File: src/rtl/ep_nak_pkg.sv
package ep_nak_pkg;
  localparam int unsigned BIT_CFG     = 0;
  localparam int unsigned BIT_MREQ    = 1;
  localparam int unsigned BIT_EP_BASE = 2;

  typedef enum logic {
    REG_CLEAR = 1'b0,
    REG_MASK  = 1'b1
  } reg_sel_e;

  function automatic int unsigned eot_pos(input int unsigned ep);
    return BIT_EP_BASE + ep;
  endfunction

  function automatic int unsigned req_pos(input int unsigned ep, input int unsigned n_ep);
    return BIT_EP_BASE + n_ep + ep;
  endfunction
endpackage

File: src/rtl/ep_event_latch.sv
module ep_event_latch
  import ep_nak_pkg::*;
#(
  parameter int unsigned NUM_EP = 6,
  parameter int unsigned EPW = 3,
  parameter logic [NUM_EP-1:0] BULK_OUT_MASK = 6'b100100
) (
  input  logic                    clk,
  input  logic                    rst,
  input  logic                    cfg_evt,
  input  logic                    eot_evt,
  input  logic [EPW-1:0]          eot_ep,
  input  logic                    setup_evt,
  input  logic [EPW-1:0]          setup_ep,
  input  logic                    clr_en,
  input  logic [2+2*NUM_EP-1:0]   clr_bits,
  output logic [2+2*NUM_EP-1:0]   status,
  output logic [2+2*NUM_EP-1:0]   status_d
);
  logic [NUM_EP-1:0] eot_hit, req_hit, eot_q, req_q, eot_d, req_d;
  logic cfg_q, mreq_q, cfg_d, mreq_d;

  genvar gi;
  generate
    for (gi = 0; gi < NUM_EP; gi++) begin : g_ep
      if (BULK_OUT_MASK[gi]) begin : g_bulk
        assign eot_hit[gi] = eot_evt && (eot_ep == EPW'(gi));
      end else begin : g_nonbulk
        assign eot_hit[gi] = 1'b0;
      end
      assign req_hit[gi] = setup_evt && (setup_ep == EPW'(gi));
      // event has priority over a same-cycle clear
      assign eot_d[gi] = eot_hit[gi] ||
                         (eot_q[gi] && !(clr_en && clr_bits[eot_pos(gi)]));
      assign req_d[gi] = req_hit[gi] ||
                         (req_q[gi] && !(clr_en && clr_bits[req_pos(gi, NUM_EP)]));
    end
  endgenerate

  assign cfg_d  = cfg_evt || (cfg_q && !(clr_en && clr_bits[BIT_CFG]));
  assign mreq_d = (|(req_hit & req_q)) ||
                  (mreq_q && !(clr_en && clr_bits[BIT_MREQ]));

  always_ff @(posedge clk) begin
    if (rst) begin
      cfg_q  <= 1'b0;
      mreq_q <= 1'b0;
      eot_q  <= '0;
      req_q  <= '0;
    end else begin
      cfg_q  <= cfg_d;
      mreq_q <= mreq_d;
      eot_q  <= eot_d;
      req_q  <= req_d;
    end
  end

  assign status   = {req_q, eot_q, mreq_q, cfg_q};
  assign status_d = {req_d, eot_d, mreq_d, cfg_d};
endmodule

File: src/rtl/ep_nak_decide.sv
module ep_nak_decide #(
  parameter int unsigned NUM_EP = 6,
  parameter int unsigned EPW = 3
) (
  input  logic              tok_valid,
  input  logic [EPW-1:0]    tok_ep,
  input  logic              tok_dir_in,
  input  logic              cfg_hold,
  input  logic [NUM_EP-1:0] eot_hold,
  input  logic [NUM_EP-1:0] req_hold,
  output logic              force_nak
);
  logic ep_hold;

  always_comb begin
    ep_hold = 1'b0;
    for (int i = 0; i < NUM_EP; i++) begin
      if (tok_ep == EPW'(i)) begin
        ep_hold = req_hold[i] || (eot_hold[i] && !tok_dir_in);
      end
    end
    force_nak = tok_valid && (cfg_hold || ep_hold);
  end
endmodule

File: src/rtl/ep_irq_gen.sv
module ep_irq_gen #(
  parameter int unsigned STW = 14
) (
  input  logic           clk,
  input  logic           rst,
  input  logic           mask_we,
  input  logic [STW-1:0] mask_data,
  input  logic [STW-1:0] status_d,
  output logic [STW-1:0] mask_q,
  output logic           irq
);
  logic [STW-1:0] mask_d;

  assign mask_d = mask_we ? mask_data : mask_q;

  always_ff @(posedge clk) begin
    if (rst) begin
      mask_q <= '0;
      irq    <= 1'b0;
    end else begin
      mask_q <= mask_d;
      irq    <= |(status_d & mask_d);
    end
  end
endmodule

File: src/rtl/ep_nak_gate.sv
module ep_nak_gate
  import ep_nak_pkg::*;
#(
  parameter int unsigned NUM_EP = 6,
  parameter int unsigned EPW = $clog2(NUM_EP),
  parameter logic [NUM_EP-1:0] BULK_OUT_MASK = 6'b100100
) (
  input  logic                  clk,
  input  logic                  rst,
  input  logic                  cfg_evt,
  input  logic                  eot_evt,
  input  logic [EPW-1:0]        eot_ep,
  input  logic                  setup_evt,
  input  logic [EPW-1:0]        setup_ep,
  input  logic                  tok_valid,
  input  logic [EPW-1:0]        tok_ep,
  input  logic                  tok_dir_in,
  input  logic                  wr_en,
  input  logic                  wr_addr,
  input  logic [2+2*NUM_EP-1:0] wr_data,
  output logic [2+2*NUM_EP-1:0] int_status,
  output logic                  force_nak,
  output logic                  irq
);
  localparam int unsigned STW = 2 + 2*NUM_EP;

  reg_sel_e       sel;
  logic           clr_en, mask_we;
  logic [STW-1:0] status_d, mask_q;

  assign sel     = reg_sel_e'(wr_addr);
  assign clr_en  = wr_en && (sel == REG_CLEAR);
  assign mask_we = wr_en && (sel == REG_MASK);

  ep_event_latch #(
    .NUM_EP(NUM_EP), .EPW(EPW), .BULK_OUT_MASK(BULK_OUT_MASK)
  ) u_latch (
    .clk(clk), .rst(rst),
    .cfg_evt(cfg_evt), .eot_evt(eot_evt), .eot_ep(eot_ep),
    .setup_evt(setup_evt), .setup_ep(setup_ep),
    .clr_en(clr_en), .clr_bits(wr_data),
    .status(int_status), .status_d(status_d)
  );

  ep_nak_decide #(.NUM_EP(NUM_EP), .EPW(EPW)) u_decide (
    .tok_valid(tok_valid), .tok_ep(tok_ep), .tok_dir_in(tok_dir_in),
    .cfg_hold(int_status[BIT_CFG]),
    .eot_hold(int_status[BIT_EP_BASE +: NUM_EP]),
    .req_hold(int_status[BIT_EP_BASE+NUM_EP +: NUM_EP]),
    .force_nak(force_nak)
  );

  ep_irq_gen #(.STW(STW)) u_irq (
    .clk(clk), .rst(rst),
    .mask_we(mask_we), .mask_data(wr_data),
    .status_d(status_d), .mask_q(mask_q), .irq(irq)
  );
endmodule

File: config.mk
export PLATFORM = sky130hd
export DESIGN_NAME = ep_nak_gate
export DESIGN_NICKNAME = d
export VERILOG_FILES = /design/src/rtl/ep_nak_pkg.sv /design/src/rtl/ep_event_latch.sv /design/src/rtl/ep_nak_decide.sv /design/src/rtl/ep_irq_gen.sv /design/src/rtl/ep_nak_gate.sv
export SDC_FILE = /design/constraint.sdc
export NUM_CORES = 1
export LEC_CHECK = 0
export ABC_AREA = 1
export BUFFER_PORTS_ARGS = -buffer_cell sky130_fd_sc_hd__buf_2
export CAP_MARGIN = 20
export CORE_MARGIN = 2
export CORE_UTILIZATION = 30
export CTS_CLUSTER_SIZE = 14
export DETAILED_ROUTE_END_ITERATION = 10
export PLACE_DENSITY = 0.56
export SKIP_LAST_GASP = 1
export SLEW_MARGIN = 30
export SYNTH_ARGS = -nofsm -noshare
export SYNTH_HDL_FRONTEND = slang
export SYNTH_SLANG_ARGS = --single-unit
File: constraint.sdc
create_clock -name clk -period 1.53 [get_ports clk]
set_input_delay 0.0765 -clock clk [delete_from_list [all_inputs] [get_ports clk]]
set_output_delay 0.0765 -clock clk [all_outputs]
set_load 0.005 [all_outputs]
Word level (Yosys, flattened, before mapping)
Cells that the tools add are included.

Equal/unequal tests: 12. Multiplexer cells: 7. Bitwise gates (word level): 3. Reductions and logical operators: 81.

Operators with widths (number): 1-bit logical AND (45); 1-bit logical OR (17); 3-bit by 2-bit equality test with 1-bit output (second input constant) (5); 3-bit equality test (second input constant) (5); 1-bit zero test (15); 14-bit bitwise AND (1); 14-bit 2-to-1 mux (1); 14-bit OR reduction (1); 6-bit bitwise AND (1); 3-bit by 1-bit equality test with 1-bit output (second input constant) (2); 3-bit zero test (2); 1-bit 2-to-1 mux (6); 6-bit OR reduction (1); 1-bit NOT (1).

Flip-flop bits (word level): 29. Input port bits: 32. Output and inout bits: 16. Logic and storage cells: 109.

Logic depth before layout (Yosys ltp)
Gate-level depths: netlist of run 1.

Word-level depth: 11. Depth in mapped cells: 12. Mapped depth without buffers: 11.

By module
From an unflattened synthesis of run 1, not the netlist that was laid out.

Cell total of the unflattened synthesis: 270. Area, all modules: 1675.4 µm².

Modules (own cells, without submodules): ep_irq_gen (times used 1, cells each 126, area each 819.5 µm², sequential area each 300.3 µm²); ep_event_latch (times used 1, cells each 107, area each 709.4 µm², sequential area each 280.3 µm²); ep_nak_decide (times used 1, cells each 33, area each 128.9 µm², sequential area each 0.0 µm²); ep_nak_gate (times used 1, cells each 4, area each 17.5 µm², sequential area each 0.0 µm²).

Least setup slack after synthesis of run 1
Ideal clock, no wire load.

Path kind: input-to-reg. Start point: input port wr_en. End point: register u_irq.irq. Library setup time: 128 ps. Arrival time: 902 ps. Data required time: 1402 ps. Path slack: 501 ps. Stages: 10. Path buffers: 2. Cells stage by stage: buf_4 -> nand2_4 -> buf_6 -> o21a_1 -> nand2_1 -> nand2_1 -> nor2_1 -> nand2_1 -> nor2_1 -> nor2_1.

Cells in the longest elaborated chain, start to end: 7. Elaborated cells on any way between the ends: 57. Classes of those cells: mux: 1; bitwise: 1; reduce/logical: 55.

RTL lines: from (decl) (line ep_nak_gate.sv:18) `input logic wr_en,`; 1-bit logical AND (line ep_nak_gate.sv:32) `assign clr_en = wr_en && (sel == REG_CLEAR);`; 1-bit logical AND (on tied branches); 1-bit zero test (on tied branches); 1-bit logical AND (on tied branches); 1-bit logical OR (on tied branches); 14-bit bitwise AND (*) (line ep_irq_gen.sv:22) `irq <= |(status_d & mask_d);`; 14-bit OR reduction (*) (line ep_irq_gen.sv:22); to (signal assigned) (line ep_irq_gen.sv:22); to (decl) (line ep_irq_gen.sv:10) `output logic irq`.

Every way passes the cells marked *; elsewhere a longest branch is shown, timed or not. A chain may end at the register's enable or synchronous reset.

Final worst setup path of run 1
Start point: register u_latch.eot_q[3]. End point: output port force_nak.

Cells in the longest elaborated chain, start to end: 7.

RTL lines: from (decl) (line ep_event_latch.sv:20) `logic [NUM_EP-1:0] eot_hit, req_hit, eot_q, req_q, eot_d, req_d;`; from (signal assigned) (line ep_event_latch.sv:53) `eot_q <= eot_d;`; 1-bit logical AND (line ep_nak_decide.sv:19) `ep_hold = req_hold[i] || (eot_hold[i] && !tok_dir_in);`; 1-bit logical OR (line ep_nak_decide.sv:19); 1-bit 2-to-1 mux (3 in a row) (line ep_nak_decide.sv:18) `if (tok_ep == EPW'(i)) begin`; 1-bit logical OR (line ep_nak_decide.sv:22) `force_nak = tok_valid && (cfg_hold || ep_hold);`; 1-bit logical AND (line ep_nak_decide.sv:22); to (decl) (line ep_nak_gate.sv:22) `output logic force_nak,`.

No other way between the ends.

==> results.toml, run 1 <==
[yosys]
synthCells = 241
netlist-cell-type-count = 16
synth_top_area_share_pct = 38.1
syn_area_per_cell_um2 = 6.32
ys_seq_area_share_pct = 38.1
yosysTopAreaCell = "dfxtp_1"
synth_area_um2 = 1520
synth_area_leaders = "dfxtp_1, nand2_1, nand3_1"
synth_fp_nets = 273
ys.warnings.count = 0
ys_ff_latch = 29

[worst_setup_path]
startpoint_type = "register"
endpoint_kind = "output port"
critical_path_class = "reg -> out"
critPathMaxStageDelay_ps = 390
crit_chain = "nand2_1 -> a21oi_1 -> nand2_1 -> a21oi_1 -> o21a_1 -> buf_2"
worst_ep_required_time_ps = 1450
crit_fanout = 4
crit_path_top_delay_cell = "dfxtp_1"
cp.arrival_ps = 1310

[grt]
grt_pass1_wl_um = 6890
grt.total_usage_pct = 16.5
grt-ovfl-total = 0
grt_pass1_vias = 1483
grt_start_max_net_pins = 30
antenna_found_initial = 0

[placed_design]
dp.cells = 346
placed_area_um2 = 1770
gp_congestion = 0.792
place_hpwl_um = 3180
io_buffers = 47
place_ws_ps = 140

[power_and_ir_drop]
power.density_nw_per_um2 = 1060
total_power_mw = 2.03
vdd_drop_max_uv = 605
p_leak_nw = 1.03

[floorplan]
dieWidth_um = 75.2
die_height_um = 75.2
dieArea_um2 = 5660
core-area_um2 = 4820
ioPinCount = 48
initial_core_util_pct = 31.6
rows = 25

[routing]
viasPerCell = 4.51
wl_um = 4200
route.detailed.drc = 0
final_antenna_net_count = 0
drtIter0Drc = 51
vias = 1595
routedWlPerCell_um = 11.9
drt_pre_antenna_iters = 4

[clock_network]
cts_sinks = 29
post_cts_buffers = 0
cts_buffer_depth = 2
clk_latency_ps = 290
ctsResizeCount = 0
cts_made_buffers = 5
cts_root_buffer = "clkbuf_8"
cts_max_level = 2
tritoncts = "built"
hold_buffers = 0
path_clk_slew_ps = 70

[timing]
setup_viol = 0
grt_setup_unrepaired = "no"
fin_setup_tns_ps = 0
max_slew_margin_pct = 62.2
min_period_over_period_pct = 90.8
fin_ws_ps = 141
fmax_mhz = 720
maxSlewViolCount = 0
finalHoldViolCount = 0
period_needed_ps = 1390
tightest_slew_ps = 566
fin_skew_ps = 5.90
whs_ps = 51.0

[cells_and_area]
finalCoreUtilization_pct = 39.6
instances_no_fill = 354
n_antenna_cell = 0
fillCellCount = 564
final_area_um2 = 1910
final_cell_mix = "nand2_1, buf_2, dfxtp_1"
drive_above_1_share_pct = 20.9
mostFrequentLayoutCell = "nand2_1"
area_delta_synth_final_pct = 25.3
num-nets-final = 318

[job]
cap_violations = 0

[worst_hold_path]
hp-class = "in -> reg"

[outcome]
status = "completed"
-- area by class of cell --
type / instances / area [um^2] / area share, %
repair buffers: 48 / 243 / 12.7
clock buffers: 5 / 68.8 / 3.61
clock inverters: 3 / 65.1 / 3.41
well taps: 67 / 83.8 / 4.39
multi-input cells: 174 / 762 / 39.9
inverters: 28 / 105 / 5.51
flip-flops and latches: 29 / 581 / 30.4
-- critical path: cells and delay by family, from the launching register on --
| family | cells | cell delay, ps |
|---|---|---|
| flops | 1 | 390 |
| buf+inv | 1 | 100 |
| simple gates | 2 | 140 |
| compound gates | 3 | 390 |
-- cell usage after synthesis --
master	number
nand2_1	86
dfxtp_1	29
nand3_1	27
inv_1	26
nor2_1	25
a21oi_1	24
o21a_1	6
buf_4	4
buf_6	3
clkbuf_1	3
inv_2	2
nand4_1	2
nand2_4	1
nor2_4	1
o21ai_0	1
o21ai_1	1
-- where the power goes --
group	internal (mW)	total, mW	switching [mW]
combinational	0.100	0.251	0.151
clock	0.647	0.971	0.324
sequential	0.788	0.804	0.0164
total	1.54	2.03	0.491
-- state kept, by name, summed over array words and instances, names as in the netlist --
register,flops
u_latch.req_q,6
u_latch.cfg_q,1
u_latch.eot_q,6
u_irq.irq,1
u_latch.mreq_q,1
u_irq.mask_q,14
-- layer usage --
| metal | up-vias | wire [um] | track usage [%] |
|---|---|---|---|
| met2 | 47 | 1830 | 26.1 |
| met3 | 6 | 238 | 4.42 |
| li1 | 843 | - | - |
| met5 | - | 0 | 0 |
| met4 | 0 | 61 | 6.24 |
| met1 | 699 | 2080 | 21.7 |
-- path summary, 6_finish.rpt --
kind / start / to / slack, ps / depth (start not counted)
min: cfg_evt / u_latch.cfg_q$_SDFF_PP0_ / 50 / 3
min reg2reg: u_irq.mask_q[7]$_SDFF_PP0_ / u_irq.mask_q[7]$_SDFF_PP0_ / 470 / 2
max: u_latch.eot_q[3]$_SDFF_PP0_ / force_nak / 140 / 6
max reg2reg: u_latch.req_q[5]$_SDFF_PP0_ / u_irq.irq$_SDFF_PP0_ / 430 / 8
-- cell families (layout without fill, tap and decap cells) --
group	after synthesis	in the layout	synth area share (%)
and+or+nand+nor	142	142	38.5
buffers and inverters	38	84	11.8
AOI/OAI and AO/OA	32	32	11.5
DFF	29	29	38.1
No activity file was read; power rests on OpenSTA's default activity.
==> run 2, diff against run 1 <==
--- a/config.mk
+++ b/config.mk
@@ -6,13 +6,13 @@
 export NUM_CORES = 1
 export LEC_CHECK = 0
 export ABC_AREA = 1
-export BUFFER_PORTS_ARGS = -buffer_cell sky130_fd_sc_hd__buf_2
 export CAP_MARGIN = 20
 export CORE_MARGIN = 2
 export CORE_UTILIZATION = 30
 export CTS_CLUSTER_SIZE = 14
 export DETAILED_ROUTE_END_ITERATION = 10
-export PLACE_DENSITY = 0.56
+export DONT_BUFFER_PORTS = 1
+export PLACE_DENSITY = 0.48
 export SKIP_LAST_GASP = 1
 export SLEW_MARGIN = 30
 export SYNTH_ARGS = -nofsm -noshare
==> run 2 against run 1 <==
Worst setup slack better by 13 ps. Cell count is 8.8% lower. Via count is 6.1% lower. Maximum frequency is 0.95% higher. Die area stayed put.
==> results.toml, run 2 (synthesized netlist as in run 1, its figures left out) <==
[placed_design]
io_buffers = 0
dp.cells = 298
placed_area_um2 = 1530
place_ws_ps = 439
place_hpwl_um = 2940
gp_congestion = 0.737

[clock_network]
cts_root_buffer = "clkbuf_8"
cts_max_level = 2
clk_latency_ps = 280
cts_buffer_depth = 2
cts_made_buffers = 5
path_clk_slew_ps = 60
tritoncts = "built"
cts_sinks = 29

[floorplan]
die_height_um = 75.2
rows = 25
dieWidth_um = 75.2
dieArea_um2 = 5660
initial_core_util_pct = 31.6
core-area_um2 = 4820
ioPinCount = 48

[power_and_ir_drop]
total_power_mw = 1.63
power.density_nw_per_um2 = 913
power.switching_mw = 0.426
p_comb_share_pct = 13.2
swShare_pct = 26.2
p_seq_share_pct = 49.6
intPower_mw = 1.20
vdd_drop_max_uv = 480
p_leak_nw = 0.869
clockPowerShare_pct = 37.2

[worst_setup_path]
critical_path_class = "reg -> out"
crit_path_top_delay_cell = "dfxtp_1"
startpoint_type = "register"
cp_num_buf_inv = 0
crit_fanout = 4
crit_chain = "nand2_1 -> a21oi_1 -> nand2_1 -> a21oi_1 -> o21a_1"
cp.arrival_ps = 1300
critPathMaxStageDelay_ps = 400
endpoint_kind = "output port"
cpLargestDelayFamily = "compound AO/OA/AOI/OAI gates"
worst_ep_required_time_ps = 1450

[outcome]
status = "completed"

[grt]
grt-ovfl-total = 0
grt_start_max_net_pins = 30
grt_pass1_vias = 1474
antenna_found_initial = 0
grt_pass1_wl_um = 6960
grt.total_usage_pct = 16.8

[cells_and_area]
largest_reg_flops = 14
fillCellCount = 574
area_delta_synth_final_pct = 17.0
num-nets-final = 287
final_cell_mix = "nand2_1, dfxtp_1, nand3_1"
instances_no_fill = 323
drive_above_1_share_pct = 3.91
largest-register = "u_irq.mask_q"
final_area_um2 = 1780
reg_top3 = "u_irq.mask_q (14), u_latch.eot_q (6), u_latch.req_q (6)"
mostFrequentLayoutCell = "nand2_1"
finalCoreUtilization_pct = 37.0
n_antenna_cell = 0

[timing]
fin_skew_ps = 1.43
finalHoldViolCount = 0
min_period_over_period_pct = 89.9
maxSlewViolCount = 0
whs_ps = 22.0
grt_setup_unrepaired = "no"
max_slew_margin_pct = 62.4
fmax_mhz = 727
tightest_slew_ps = 564
fin_ws_ps = 154
setup_viol = 0
fin_setup_tns_ps = 0
period_needed_ps = 1380

[routing]
viasPerCell = 4.63
route.detailed.drc = 0
drt_pre_antenna_iters = 4
vias = 1497
routedWlPerCell_um = 13.1
final_antenna_net_count = 0
wl_um = 4240
drtIter0Drc = 29

[job]
cap_violations = 0

[worst_hold_path]
hp-class = "in -> reg"
run 2: cell types whose count changed in the layout (fill, tap and decap cells not counted), sizes merged:
cell,change
buf,-47
bufinv,-2
clkbuf,+3
clkinv,-1
dlygate4sd3,+14
dlymetal6s4s,+2
run 2: power by group through the flow:
stage	Clock, mW	Combinational, mW	Sequential, mW
after floorplan	0	0.169	0.817
after CTS	0.634	0.216	0.808
after global placement	0	0.162	0.825
after detailed placement	0	0.162	0.825
final	0.605	0.215	0.807
after global routing	0.655	0.250	0.811
run 2: final timing paths:
check,startpoint,to,slack (ps),cells after the start
worst max register to register,u_latch.req_q[5]$_SDFF_PP0_,u_irq.irq$_SDFF_PP0_,440,8
worst max-delay path,u_latch.eot_q[3]$_SDFF_PP0_,force_nak,150,5
worst min-delay path,wr_data[4],u_latch.eot_q[2]$_SDFF_PP0_,20,3
worst min register to register,u_irq.mask_q[6]$_SDFF_PP0_,u_irq.mask_q[6]$_SDFF_PP0_,470,2
run 2: per-layer routing:
layer	global-route usage (%)	up-vias	share of wire, %	wire length (um)
met4	7.02	0	1.6	66
met3	5.76	7	8.0	341
li1	-	785	-	-
met2	26.6	38	45	1930
met1	21.0	667	45	1900
met5	0	-	0	0
run 2: cell type report:
cell class / count / area (um^2) / share of cell area, %
clock buffers: 8 / 80.1 / 4.49
inverters: 28 / 105 / 5.90
multi-input cells: 174 / 762 / 42.8
flip-flops and latches: 29 / 581 / 32.6
well taps: 67 / 83.8 / 4.71
repair buffers: 17 / 170 / 9.55
run 2: worst register-to-register path, stage by stage, from the launching register on:
cell     delay, ps
dfxtp_1        370
nand3_1        100
nand2_1         50
nor2_1         130
nand2_1         70
nand2_1         60
nand2_1         50
nor2_1         100
nor2_1          40
run 2: what timing repair did:
| action | 4_1_cts | 5_1_grt |
|---|---|---|
| hold endpoints to repair | 29 | 0 |
| resized for setup | 0 | 2 |
| endpoints found under the setup margin | 0 | 1 |
| hold buffers | 17 | 0 |
| buffers inserted | 0 | 0 |
==> run 3, diff against run 2 <==
--- a/config.mk
+++ b/config.mk
@@ -8,11 +8,11 @@
 export ABC_AREA = 1
 export CAP_MARGIN = 20
 export CORE_MARGIN = 2
-export CORE_UTILIZATION = 30
+export CORE_UTILIZATION = 60
 export CTS_CLUSTER_SIZE = 14
 export DETAILED_ROUTE_END_ITERATION = 10
 export DONT_BUFFER_PORTS = 1
-export PLACE_DENSITY = 0.48
+export PLACE_DENSITY = 0.8
 export SKIP_LAST_GASP = 1
 export SLEW_MARGIN = 30
 export SYNTH_ARGS = -nofsm -noshare
==> run 3 against run 2 <==
First-iteration DRC count is 52% higher. Combinational power is 10% higher. Sequential power hardly changed. Utilization is 36 points higher. Worst hold slack worse by 16 ps. Clock skew is 7.9 ps higher. Sequential share of layout area hardly changed. Total power is 11% lower. Largest cell class unchanged. Largest power group unchanged.
==> results.toml, run 3 (synthesized netlist as in run 1, its figures left out) <==
[routing]
drt_pre_antenna_iters = 4
wl_um = 3930
route.detailed.drc = 0
final_antenna_net_count = 0
routedWlPerCell_um = 13.4
viasPerCell = 5.35
vias = 1567
drtIter0Drc = 44

[cells_and_area]
largest_reg_flops = 14
final_cell_mix = "nand2_1, dfxtp_1, nand3_1"
largest-register = "u_irq.mask_q"
mostFrequentLayoutCell = "nand2_1"
num-nets-final = 296
drive_above_1_share_pct = 4.56
n_antenna_cell = 0
reg_top3 = "u_irq.mask_q (14), u_latch.eot_q (6), u_latch.req_q (6)"
final_area_um2 = 1790
fillCellCount = 203
area_delta_synth_final_pct = 17.3

[grt]
grt_pass1_wl_um = 6060
antenna_found_initial = 0
grt_start_max_net_pins = 30
grt_pass1_vias = 1444
grt-ovfl-total = 0
grt.total_usage_pct = 29.2

[job]
cap_violations = 0

[placed_design]
place_hpwl_um = 2510
gp_congestion = 0.862
placed_area_um2 = 1490
io_buffers = 0

[floorplan]
ioPinCount = 48
rows = 18
dieWidth_um = 54.4
dieArea_um2 = 2960
die_height_um = 54.4
initial_core_util_pct = 62.6
core-area_um2 = 2430

[timing]
max_slew_margin_pct = 64.4
maxSlewViolCount = 0
fmax_mhz = 686
fin_setup_tns_ps = 0
setup_viol = 0
whs_ps = 6.05
tightest_slew_ps = 533
grt_setup_unrepaired = "no"
finalHoldViolCount = 0
period_needed_ps = 1460
fin_skew_ps = 9.35
min_period_over_period_pct = 95.2

[worst_setup_path]
worst_ep_required_time_ps = 1790
critical_path_class = "in -> reg"
crit_chain = "dlygate4sd3_1 -> nand3_1 -> dlygate4sd3_1 -> a21oi_1"
critPathMaxStageDelay_ps = 730
cp_num_buf_inv = 2
crit_path_top_delay_cell = "dlygate4sd3_1"
cpLargestDelayFamily = "buffers and inverters"
reg2reg_from = "u_latch.req_q[1]$_SDFF_PP0_"
cp-startpoint = "wr_addr"
endpoint_kind = "register"
cp.arrival_ps = 1720
crit_fanout = 7
cpMostUsedCell = "dlygate4sd3_1"
startpoint_type = "input port"

[clock_network]
post_cts_buffers = 0
path_clk_slew_ps = 90
cts_root_buffer = "clkbuf_4"
cts_buffer_depth = 2
cts_max_level = 2
tritoncts = "built"
cts_sinks = 29
cts_made_buffers = 5
clk_latency_ps = 330

[worst_hold_path]
hp-class = "in -> reg"
min_from = "wr_addr"

[power_and_ir_drop]
p_leak_nw = 0.883
vdd_drop_max_uv = 643
total_power_mw = 1.45
power.density_nw_per_um2 = 813

[outcome]
status = "completed"
[run 3: final cells by class]
| cell class | instances | area, um^2 | share of cell area, % |
|---|---|---|---|
| multi-input combinational | 174 | 762 | 42.6 |
| inverter | 28 | 105 | 5.88 |
| clock buffer | 5 | 37.5 | 2.10 |
| clock inverter | 1 | 5.00 | 0.280 |
| sequential | 29 | 582 | 32.6 |
| timing repair buffer | 26 | 258 | 14.4 |
| tap | 30 | 37.5 | 2.10 |
[run 3: power by group]
group          switching, mW  internal, mW  total, mW
registers             0.0175         0.788      0.805
clock network          0.252         0.159      0.410
logic                  0.133         0.104      0.237
total                  0.402          1.05       1.45
[run 3: what timing repair did]
| action | CTS | global route |
|---|---|---|
| resized for setup | 0 | 2 |
| hold buffers | 26 | 0 |
| hold endpoints to repair | 29 | 0 |
| endpoints found under the setup margin | 0 | 2 |
[run 3: stage by stage]
step	cells	setup slack, ps	util, %
6_report	293	72.9	73.5
5_1_grt	293	14.1	73.5
4_1_cts	293	87.3	73.5
3_5_place_dp	261	461	61.1
3_3_place_gp	261	466	61.1
2_1_floorplan	241	501	-
[run 3: per-layer routing]
| metal | up-vias | GRT usage [%] | wire length [um] |
|---|---|---|---|
| met3 | 10 | 11.2 | 304 |
| met4 | 0 | 12.1 | 96 |
| met1 | 701 | 32.9 | 1620 |
| met2 | 56 | 49.0 | 1910 |
| li1 | 800 | - | - |
| met5 | - | 0 | 0 |
[run 3: path summary, 6_finish.rpt]
kind              cells after the start                     endpoint  slack [ps]
hold reg to reg                       2   u_irq.mask_q[2]$_SDFF_PP0_         470
setup reg to reg                      3  u_latch.req_q[1]$_SDFF_PP0_         260
setup / recovery                      4  u_irq.mask_q[11]$_SDFF_PP0_          70
hold / removal                        4  u_latch.eot_q[0]$_SDFF_PP0_           6
[run 3: worst reg2reg max path, stage by stage, from the launching register on]
cell and delay, ps:
dfxtp_1 430, nand2_1 100, dlygate4sd3_1 560, a21oi_1 110
